$ cat config.mk
export PLATFORM = sky130hd
export DESIGN_NAME = snd_cmd_mailbox
export DESIGN_NICKNAME = d
export VERILOG_FILES = /design/src/rtl/snd_mbox_pkg.sv /design/src/rtl/snd_cmd_latch.sv /design/src/rtl/snd_cmd_ring.sv /design/src/rtl/snd_status_reg.sv /design/src/rtl/snd_cmd_mailbox.sv
export SDC_FILE = /design/constraint.sdc
export NUM_CORES = 1
export LEC_CHECK = 0
export CORE_MARGIN = 2
export CORE_UTILIZATION = 60
export CTS_CLUSTER_DIAMETER = 40
export CTS_CLUSTER_SIZE = 24
export DETAILED_ROUTE_END_ITERATION = 8
export PLACE_DENSITY = 0.82
export SLEW_MARGIN = 20
export SYNTH_ARGS = -nofsm -noshare
export SYNTH_HDL_FRONTEND = slang
export SYNTH_SLANG_ARGS = --single-unit
$ cat constraint.sdc
create_clock -name clk -period 4.9 [get_ports clk]
set_clock_uncertainty 0.15 [all_clocks]
set_input_delay 0.98 -clock clk [delete_from_list [all_inputs] [get_ports clk]]
set_output_delay 0.98 -clock clk [all_outputs]
set_load 0.005 [all_outputs]
$ cat src/rtl/snd_mbox_pkg.sv
package snd_mbox_pkg;
  localparam int ADDR_W       = 16;
  localparam int DATA_W       = 8;
  localparam int STAT_RST_BIT = 7;
  localparam int STAT_RDY_BIT = 0;
  localparam logic [ADDR_W-1:0] STAT_ADDR_DEF = 16'h2000;
  localparam logic [ADDR_W-1:0] CMD_ADDR_DEF  = 16'h2002;
endpackage

$ cat src/rtl/snd_cmd_latch.sv
module snd_cmd_latch #(
  parameter int DW = 8
) (
  input  logic          clk,
  input  logic          rst,
  input  logic          strobe,
  input  logic [DW-1:0] strobe_data,
  input  logic          take,
  output logic [DW-1:0] cmd_q,
  output logic          irq
);
  always_ff @(posedge clk) begin
    if (rst) begin
      cmd_q <= '0;
      irq   <= 1'b0;
    end else begin
      if (strobe) cmd_q <= strobe_data;
      if (strobe)    irq <= 1'b1;
      else if (take) irq <= 1'b0;
    end
  end

  AST_IRQ_SET: assert property (@(posedge clk) disable iff (rst)
    strobe |=> irq && cmd_q == $past(strobe_data));
  AST_IRQ_CLR: assert property (@(posedge clk) disable iff (rst)
    take && !strobe |=> !irq);
  AST_NO_SPURIOUS: assert property (@(posedge clk) disable iff (rst)
    !strobe && !irq |=> !irq && $stable(cmd_q));
endmodule

$ cat src/rtl/snd_cmd_ring.sv
module snd_cmd_ring #(
  parameter int DW    = 8,
  parameter int DEPTH = 16,
  parameter int PTR_W = 8
) (
  input  logic          clk,
  input  logic          rst,
  input  logic          push,
  input  logic [DW-1:0] push_data,
  input  logic          pop,
  output logic [DW-1:0] pop_data,
  output logic          empty,
  output logic          full,
  output logic          ovf
);
  localparam int IDX_W = $clog2(DEPTH);
  localparam logic [PTR_W-1:0] LAST = PTR_W'(DEPTH - 1);

  logic [DW-1:0]    mem [DEPTH];
  logic [PTR_W-1:0] beg_q, end_q;

  function automatic logic [PTR_W-1:0] nxt(input logic [PTR_W-1:0] p);
    return (p == LAST) ? '0 : p + 1'b1;
  endfunction

  assign empty = (beg_q == end_q);
  assign full  = (nxt(end_q) == beg_q);

  always_ff @(posedge clk) begin
    if (push && !full) mem[end_q[IDX_W-1:0]] <= push_data;
  end

  always_ff @(posedge clk) begin
    if (rst)                pop_data <= '0;
    else if (pop && !empty) pop_data <= mem[beg_q[IDX_W-1:0]];
  end

  always_ff @(posedge clk) begin
    if (rst) begin
      beg_q <= '0;
      end_q <= '0;
      ovf   <= 1'b0;
    end else begin
      if (push && !full) end_q <= nxt(end_q);
      if (pop && !empty) beg_q <= nxt(beg_q);
      if (push && full)  ovf   <= 1'b1;
    end
  end

  AST_PTR_RANGE: assert property (@(posedge clk) disable iff (rst)
    end_q < PTR_W'(DEPTH) && beg_q < PTR_W'(DEPTH));
  AST_POP_EMPTY: assert property (@(posedge clk) disable iff (rst)
    pop && empty |=> $stable(beg_q));
  AST_FULL_DROP: assert property (@(posedge clk) disable iff (rst)
    push && full |=> $stable(end_q) && ovf);
  AST_OVF_STICKY: assert property (@(posedge clk) disable iff (rst)
    ovf |=> ovf);
endmodule

$ cat src/rtl/snd_status_reg.sv
module snd_status_reg #(
  parameter int DW = 8
) (
  input  logic          clk,
  input  logic          rst,
  input  logic          we,
  input  logic [DW-1:0] wdata,
  output logic [DW-1:0] stat_q
);
  always_ff @(posedge clk) begin
    if (rst)     stat_q <= '0;
    else if (we) stat_q <= wdata;
  end

  AST_STAT_WRITE: assert property (@(posedge clk) disable iff (rst)
    we |=> stat_q == $past(wdata));
  AST_STAT_HOLD: assert property (@(posedge clk) disable iff (rst)
    !we |=> $stable(stat_q));
endmodule

$ cat src/rtl/snd_cmd_mailbox.sv
module snd_cmd_mailbox
  import snd_mbox_pkg::*;
#(
  parameter int AW    = ADDR_W,
  parameter int DW    = DATA_W,
  parameter int DEPTH = 16,
  parameter int PTR_W = 8,
  parameter logic [AW-1:0] STAT_ADDR = STAT_ADDR_DEF,
  parameter logic [AW-1:0] CMD_ADDR  = CMD_ADDR_DEF
) (
  input  logic          clk,
  input  logic          rst,
  input  logic          host_strobe,
  input  logic [DW-1:0] host_cmd,
  input  logic          aud_rd,
  input  logic          aud_wr,
  input  logic [AW-1:0] aud_addr,
  input  logic [DW-1:0] aud_wdata,
  output logic [DW-1:0] aud_rdata,
  output logic          cmd_irq,
  output logic          dsp_reset,
  output logic          host_ready,
  input  logic          q_pop,
  output logic [DW-1:0] q_data,
  output logic          q_empty,
  output logic          q_full,
  output logic          q_overflow
);
  logic          hit_stat, hit_cmd;
  logic [DW-1:0] cmd_q, stat_q;

  assign hit_stat = (aud_addr == STAT_ADDR);
  assign hit_cmd  = (aud_addr == CMD_ADDR);

  snd_cmd_latch #(.DW(DW)) u_latch (
    .clk(clk), .rst(rst), .strobe(host_strobe), .strobe_data(host_cmd),
    .take(aud_rd && hit_cmd), .cmd_q(cmd_q), .irq(cmd_irq)
  );

  snd_cmd_ring #(.DW(DW), .DEPTH(DEPTH), .PTR_W(PTR_W)) u_ring (
    .clk(clk), .rst(rst), .push(host_strobe), .push_data(host_cmd),
    .pop(q_pop), .pop_data(q_data), .empty(q_empty), .full(q_full),
    .ovf(q_overflow)
  );

  snd_status_reg #(.DW(DW)) u_stat (
    .clk(clk), .rst(rst), .we(aud_wr && hit_stat), .wdata(aud_wdata),
    .stat_q(stat_q)
  );

  assign dsp_reset  = stat_q[STAT_RST_BIT];
  assign host_ready = stat_q[STAT_RDY_BIT];

  always_ff @(posedge clk) begin
    if (rst) aud_rdata <= '0;
    else if (aud_rd) begin
      if (hit_stat)     aud_rdata <= stat_q;
      else if (hit_cmd) aud_rdata <= cmd_q;
      else              aud_rdata <= '0;
    end
  end

  AST_EMPTY_FULL: assert property (@(posedge clk) disable iff (rst)
    !(q_empty && q_full));
  AST_UNMAPPED_RD: assert property (@(posedge clk) disable iff (rst)
    aud_rd && !hit_stat && !hit_cmd |=> aud_rdata == '0);
endmodule

==> results.toml <==
[global_route]
residual_overflow_from_global_routing = 0
grt_first_pass_wirelength_um = 25450
global_route.usage.total = 0.2602
first_global_vias = 4630
grt_start_max_net_pins = 50
grt_antenna_before_repair = 0

[synth]
netlist.area_leader.share = 0.5088
post_synthesis_cell_area_sq_mm = 0.007555
post_synthesis_compound_gate_area_fraction = 0.02981
synthAdderAreaFrac = 0.008281
ys_async_sr_fraction = 0
syn_inst = 491
synth.yosys.warnings = 0
post_synthesis_sequential_area_ratio = 0.6413
post_synth_main_area_contributors = "sky130_fd_sc_hd__edfxtp_1, sky130_fd_sc_hd__dfxtp_1, sky130_fd_sc_hd__mux4_2"
ys.flop_type = "sky130_fd_sc_hd__edfxtp_1"
synth_top_family_by_area = "multiplexers"
postSynthAreaPerCell_sq_um = 15.39
yosys.area_share.xor_xnor = 0.02087
syn-num-nets = 534
yosysUniqueCellTypes = 50
synth_most_common_cell = "sky130_fd_sc_hd__edfxtp_1"
synth-edff-count = 128
seq_cells_post_synth = 178
netlist.top_cell.by_area = "sky130_fd_sc_hd__edfxtp_1"
synth_common_cells = "sky130_fd_sc_hd__edfxtp_1, sky130_fd_sc_hd__dfxtp_1, sky130_fd_sc_hd__nor2_1, sky130_fd_sc_hd__mux4_2, sky130_fd_sc_hd__mux2i_1"
synth_simple_gate_area_frac = 0.1042
synth.mux.area_fraction = 0.1714

[sta]
fin_crit_sh = 0.8597
max_slew.worst_pin.slew_ps = 1089
final_layout_worst_hold_slack_ps = 326.4
setup_viol = 0
setup_repair_after_global_routing_missed_its_margin = "no"
slew_violations = 0
period_needed_ps = 4212
tns_setup_ps = 0
timing.fmax_ghz = 0.2374
hold_viol = 0
slew-limit-headroom = 0.2724

[drt]
total_via_count_after_detailed_routing = 4482
drc_marker_count_from_the_first_detailed_route_iteration = 432
route.detailed.vias_per_inst = 6.165
route.met3.wl_um = 1026
dr_wl_met2_um = 8073
highest_metal_layer_used_by_the_detailed_router = "met4"
remaining_drc_errors = 0
routed_wirelength_um = 15900
ant_nets = 0
post_drt_wl_per_cell_um = 21.87
drt_pass_1_iters = 5
drt-met1-wl_um = 6447

[final_layout]
antenna-diode-count = 0
num-nets-final = 589
post_route_cells_drive_above_1_share = 0.1968
final_util = 0.7270
area.growth.synth_to_final_pct = 17.03
nFillCells = 783
final_area_sq_mm = 0.008841

[critical_path]
critical_r2r_launch = "u_ring.end_q[2]$_SDFFE_PP0P_"
crit_slowest_cell = "sky130_fd_sc_hd__dfxtp_1"
critical_path.startpoint_type = "flip-flop"
critical_path.n_buffers_inverters = 1
timing.critical_path.to_type = "output port"
cp_data_required_time_ps = 3770
critPathMaxStageDelay_ps = 840
rr_worst_depth = 6
worst_r2r_endpoint = "u_ring.mem[7][0]$_DFFE_PP_"
cp_arrival_ps = 3080
path_cells = "and4_1 -> nand4_1 -> xnor2_1 -> o2111ai_1 -> nor3_1 -> clkdlybuf4s50_1"
timing.reg2reg.setup_slack_ps = 1060
timing.critical_path.fanout_max = 21
critical-path-top-delay-family = "flip-flops"
worst-setup-path-type = "reg -> out"

[clock_tree]
ctsRootBufferMaster = "sky130_fd_sc_hd__clkbuf_16"
clk_pin_slew_ps = 60
clock_sinks = 178
clock_path_buffers = 2
cts_hold_buf = 0
worstSkewPairLatency_ps = 420
post_cts_resized = 0
tritoncts.num_buffers = 17
cts_tree = "built"
post-cts-setup-buffer-count = 0
htreeDepth = 4

[placement]
place_hpwl_um = 10490
port_buffers = 59
placed_area_sq_mm = 0.008299
gpl.final_weighted_congestion = 0.8951

[floorplanning]
dieHeight_um = 116.2
design.portCount = 60
die_area_sq_mm = 0.01350
rows = 40
floorplan.initialDensity = 0.6212
fp.dieW_um = 116.2
design.core.area_sq_mm = 0.01216

[hold_path]
min_path_type = "reg -> reg"
min_delay_worst_endpoint = "aud_rdata[0]$_SDFFE_PP0P_"
hold-path-cell-count = 2
min-delay-start = "aud_rdata[0]$_SDFFE_PP0P_"

[pwr]
p_per_area_mw_per_mm2 = 421.1
power.ir.vdd_worst_uv = 259.2
cellLeakagePower_uw = 0.002875

[run]
max_cap_viol_count = 0

[outcome]
outcome = "finished clean"
layer usage:
layer  track usage  vias to the layer above
met5             0                        -
met4       0.09365                        0
met3       0.05812                       30
met2        0.4320                      218
met1        0.3431                     2225
li1              -                     2009
layout by cell type, fill, tap and decap left out, types with 3 or more instances in the layout:
master | Yosys | final
sky130_fd_sc_hd__buf_4 | 0 | 11
sky130_fd_sc_hd__xor2_1 | 6 | 6
sky130_fd_sc_hd__nand4_1 | 8 | 8
sky130_fd_sc_hd__clkdlybuf4s50_1 | 0 | 58
sky130_fd_sc_hd__nor2_1 | 43 | 43
sky130_fd_sc_hd__nor4_2 | 7 | 7
sky130_fd_sc_hd__nor2b_1 | 4 | 4
sky130_fd_sc_hd__or3_1 | 4 | 4
sky130_fd_sc_hd__mux4_2 | 40 | 40
sky130_fd_sc_hd__clkinv_2 | 0 | 5
sky130_fd_sc_hd__nand2_1 | 14 | 14
sky130_fd_sc_hd__clkbuf_16 | 0 | 17
sky130_fd_sc_hd__nor3_1 | 9 | 9
sky130_fd_sc_hd__dfxtp_1 | 50 | 49
sky130_fd_sc_hd__mux2_2 | 11 | 11
sky130_fd_sc_hd__nand3_1 | 14 | 14
sky130_fd_sc_hd__mux2i_1 | 27 | 27
sky130_fd_sc_hd__nor4b_2 | 0 | 4
sky130_fd_sc_hd__inv_1 | 6 | 6
sky130_fd_sc_hd__xnor2_1 | 12 | 12
sky130_fd_sc_hd__a21oi_1 | 13 | 13
sky130_fd_sc_hd__nor4_1 | 3 | 3
sky130_fd_sc_hd__ha_1 | 5 | 5
sky130_fd_sc_hd__edfxtp_1 | 128 | 128
sky130_fd_sc_hd__a31oi_1 | 6 | 6
sky130_fd_sc_hd__and3_1 | 5 | 5
sky130_fd_sc_hd__nand2b_1 | 9 | 9
flip-flops by register name, indices dropped and copies added (netlist names):
name,count
u_ring.end_q,8
u_ring.ovf,1
u_stat.stat_q,8
u_latch.irq,1
u_latch.cmd_q,8
u_ring.beg_q,8
u_ring.mem,128
u_ring.pop_data,8
aud_rdata,8
where the power goes:
part	switching, uW	total [uW]	leakage, uW	internal [uW]
logic	364	721	0.00105	358
clock network	552	1250	0.000265	695
registers	49.8	1750	0.00156	1700
total	966	3720	0.00288	2760
tightest hold or removal path, stage by stage, from the launching register on:
cell and delay, ps:
sky130_fd_sc_hd__dfxtp_1 310, sky130_fd_sc_hd__nand2b_1 60, sky130_fd_sc_hd__a21oi_1 60
per-stage QoR:
step | worst slack (ps) | total power (uW) | cells
2_1_floorplan | 1629 | 2272 | 491
3_3_place_gp | 1275 | 2482 | 695
3_5_place_dp | 1177 | 2508 | 695
4_1_cts | 741.4 | 3748 | 727
5_1_grt | 485.7 | 3878 | 727
6_report | 687.5 | 3723 | 727
worst max path at each step:
stage               depth (start not counted)  slack [ps]                          to                         start
CTS                                         6         740                      q_full  u_ring.end_q[2]$_SDFFE_PP0P_
global route                                6         490                      q_full  u_ring.end_q[2]$_SDFFE_PP0P_
floorplan                                   8        1630  u_ring.mem[6][0]$_DFFE_PP_  u_ring.end_q[0]$_SDFFE_PP0P_
global placement                            6        1280                      q_full  u_ring.end_q[2]$_SDFFE_PP0P_
finish                                      6         690                      q_full  u_ring.end_q[2]$_SDFFE_PP0P_
detailed placement                          6        1180  u_ring.mem[7][0]$_DFFE_PP_  u_ring.end_q[2]$_SDFFE_PP0P_
final cells by class:
| class | instances | area (sq um) | area share |
|---|---|---|---|
| Tap cell | 168 | 210.2 | 0.02378 |
| Sequential cell | 178 | 4846 | 0.5481 |
| Timing Repair Buffer | 70 | 668.1 | 0.07557 |
| Multi-Input combinational cell | 273 | 2552 | 0.2887 |
| Clock buffer | 18 | 429.2 | 0.04854 |
| Inverter | 6 | 22.52 | 0.002547 |
| Clock inverter | 14 | 112.6 | 0.01274 |
kinds of logic after synthesis:
kind of cell / Yosys count
xor gates and xnor gates: 18
muxes: 78
buffers and inverters: 40
AOI/OAI and AO/OA: 34
adders and majority gates: 5
and+or+nand+nor: 138
DFF: 178
Power figures use the tool's default switching activity.
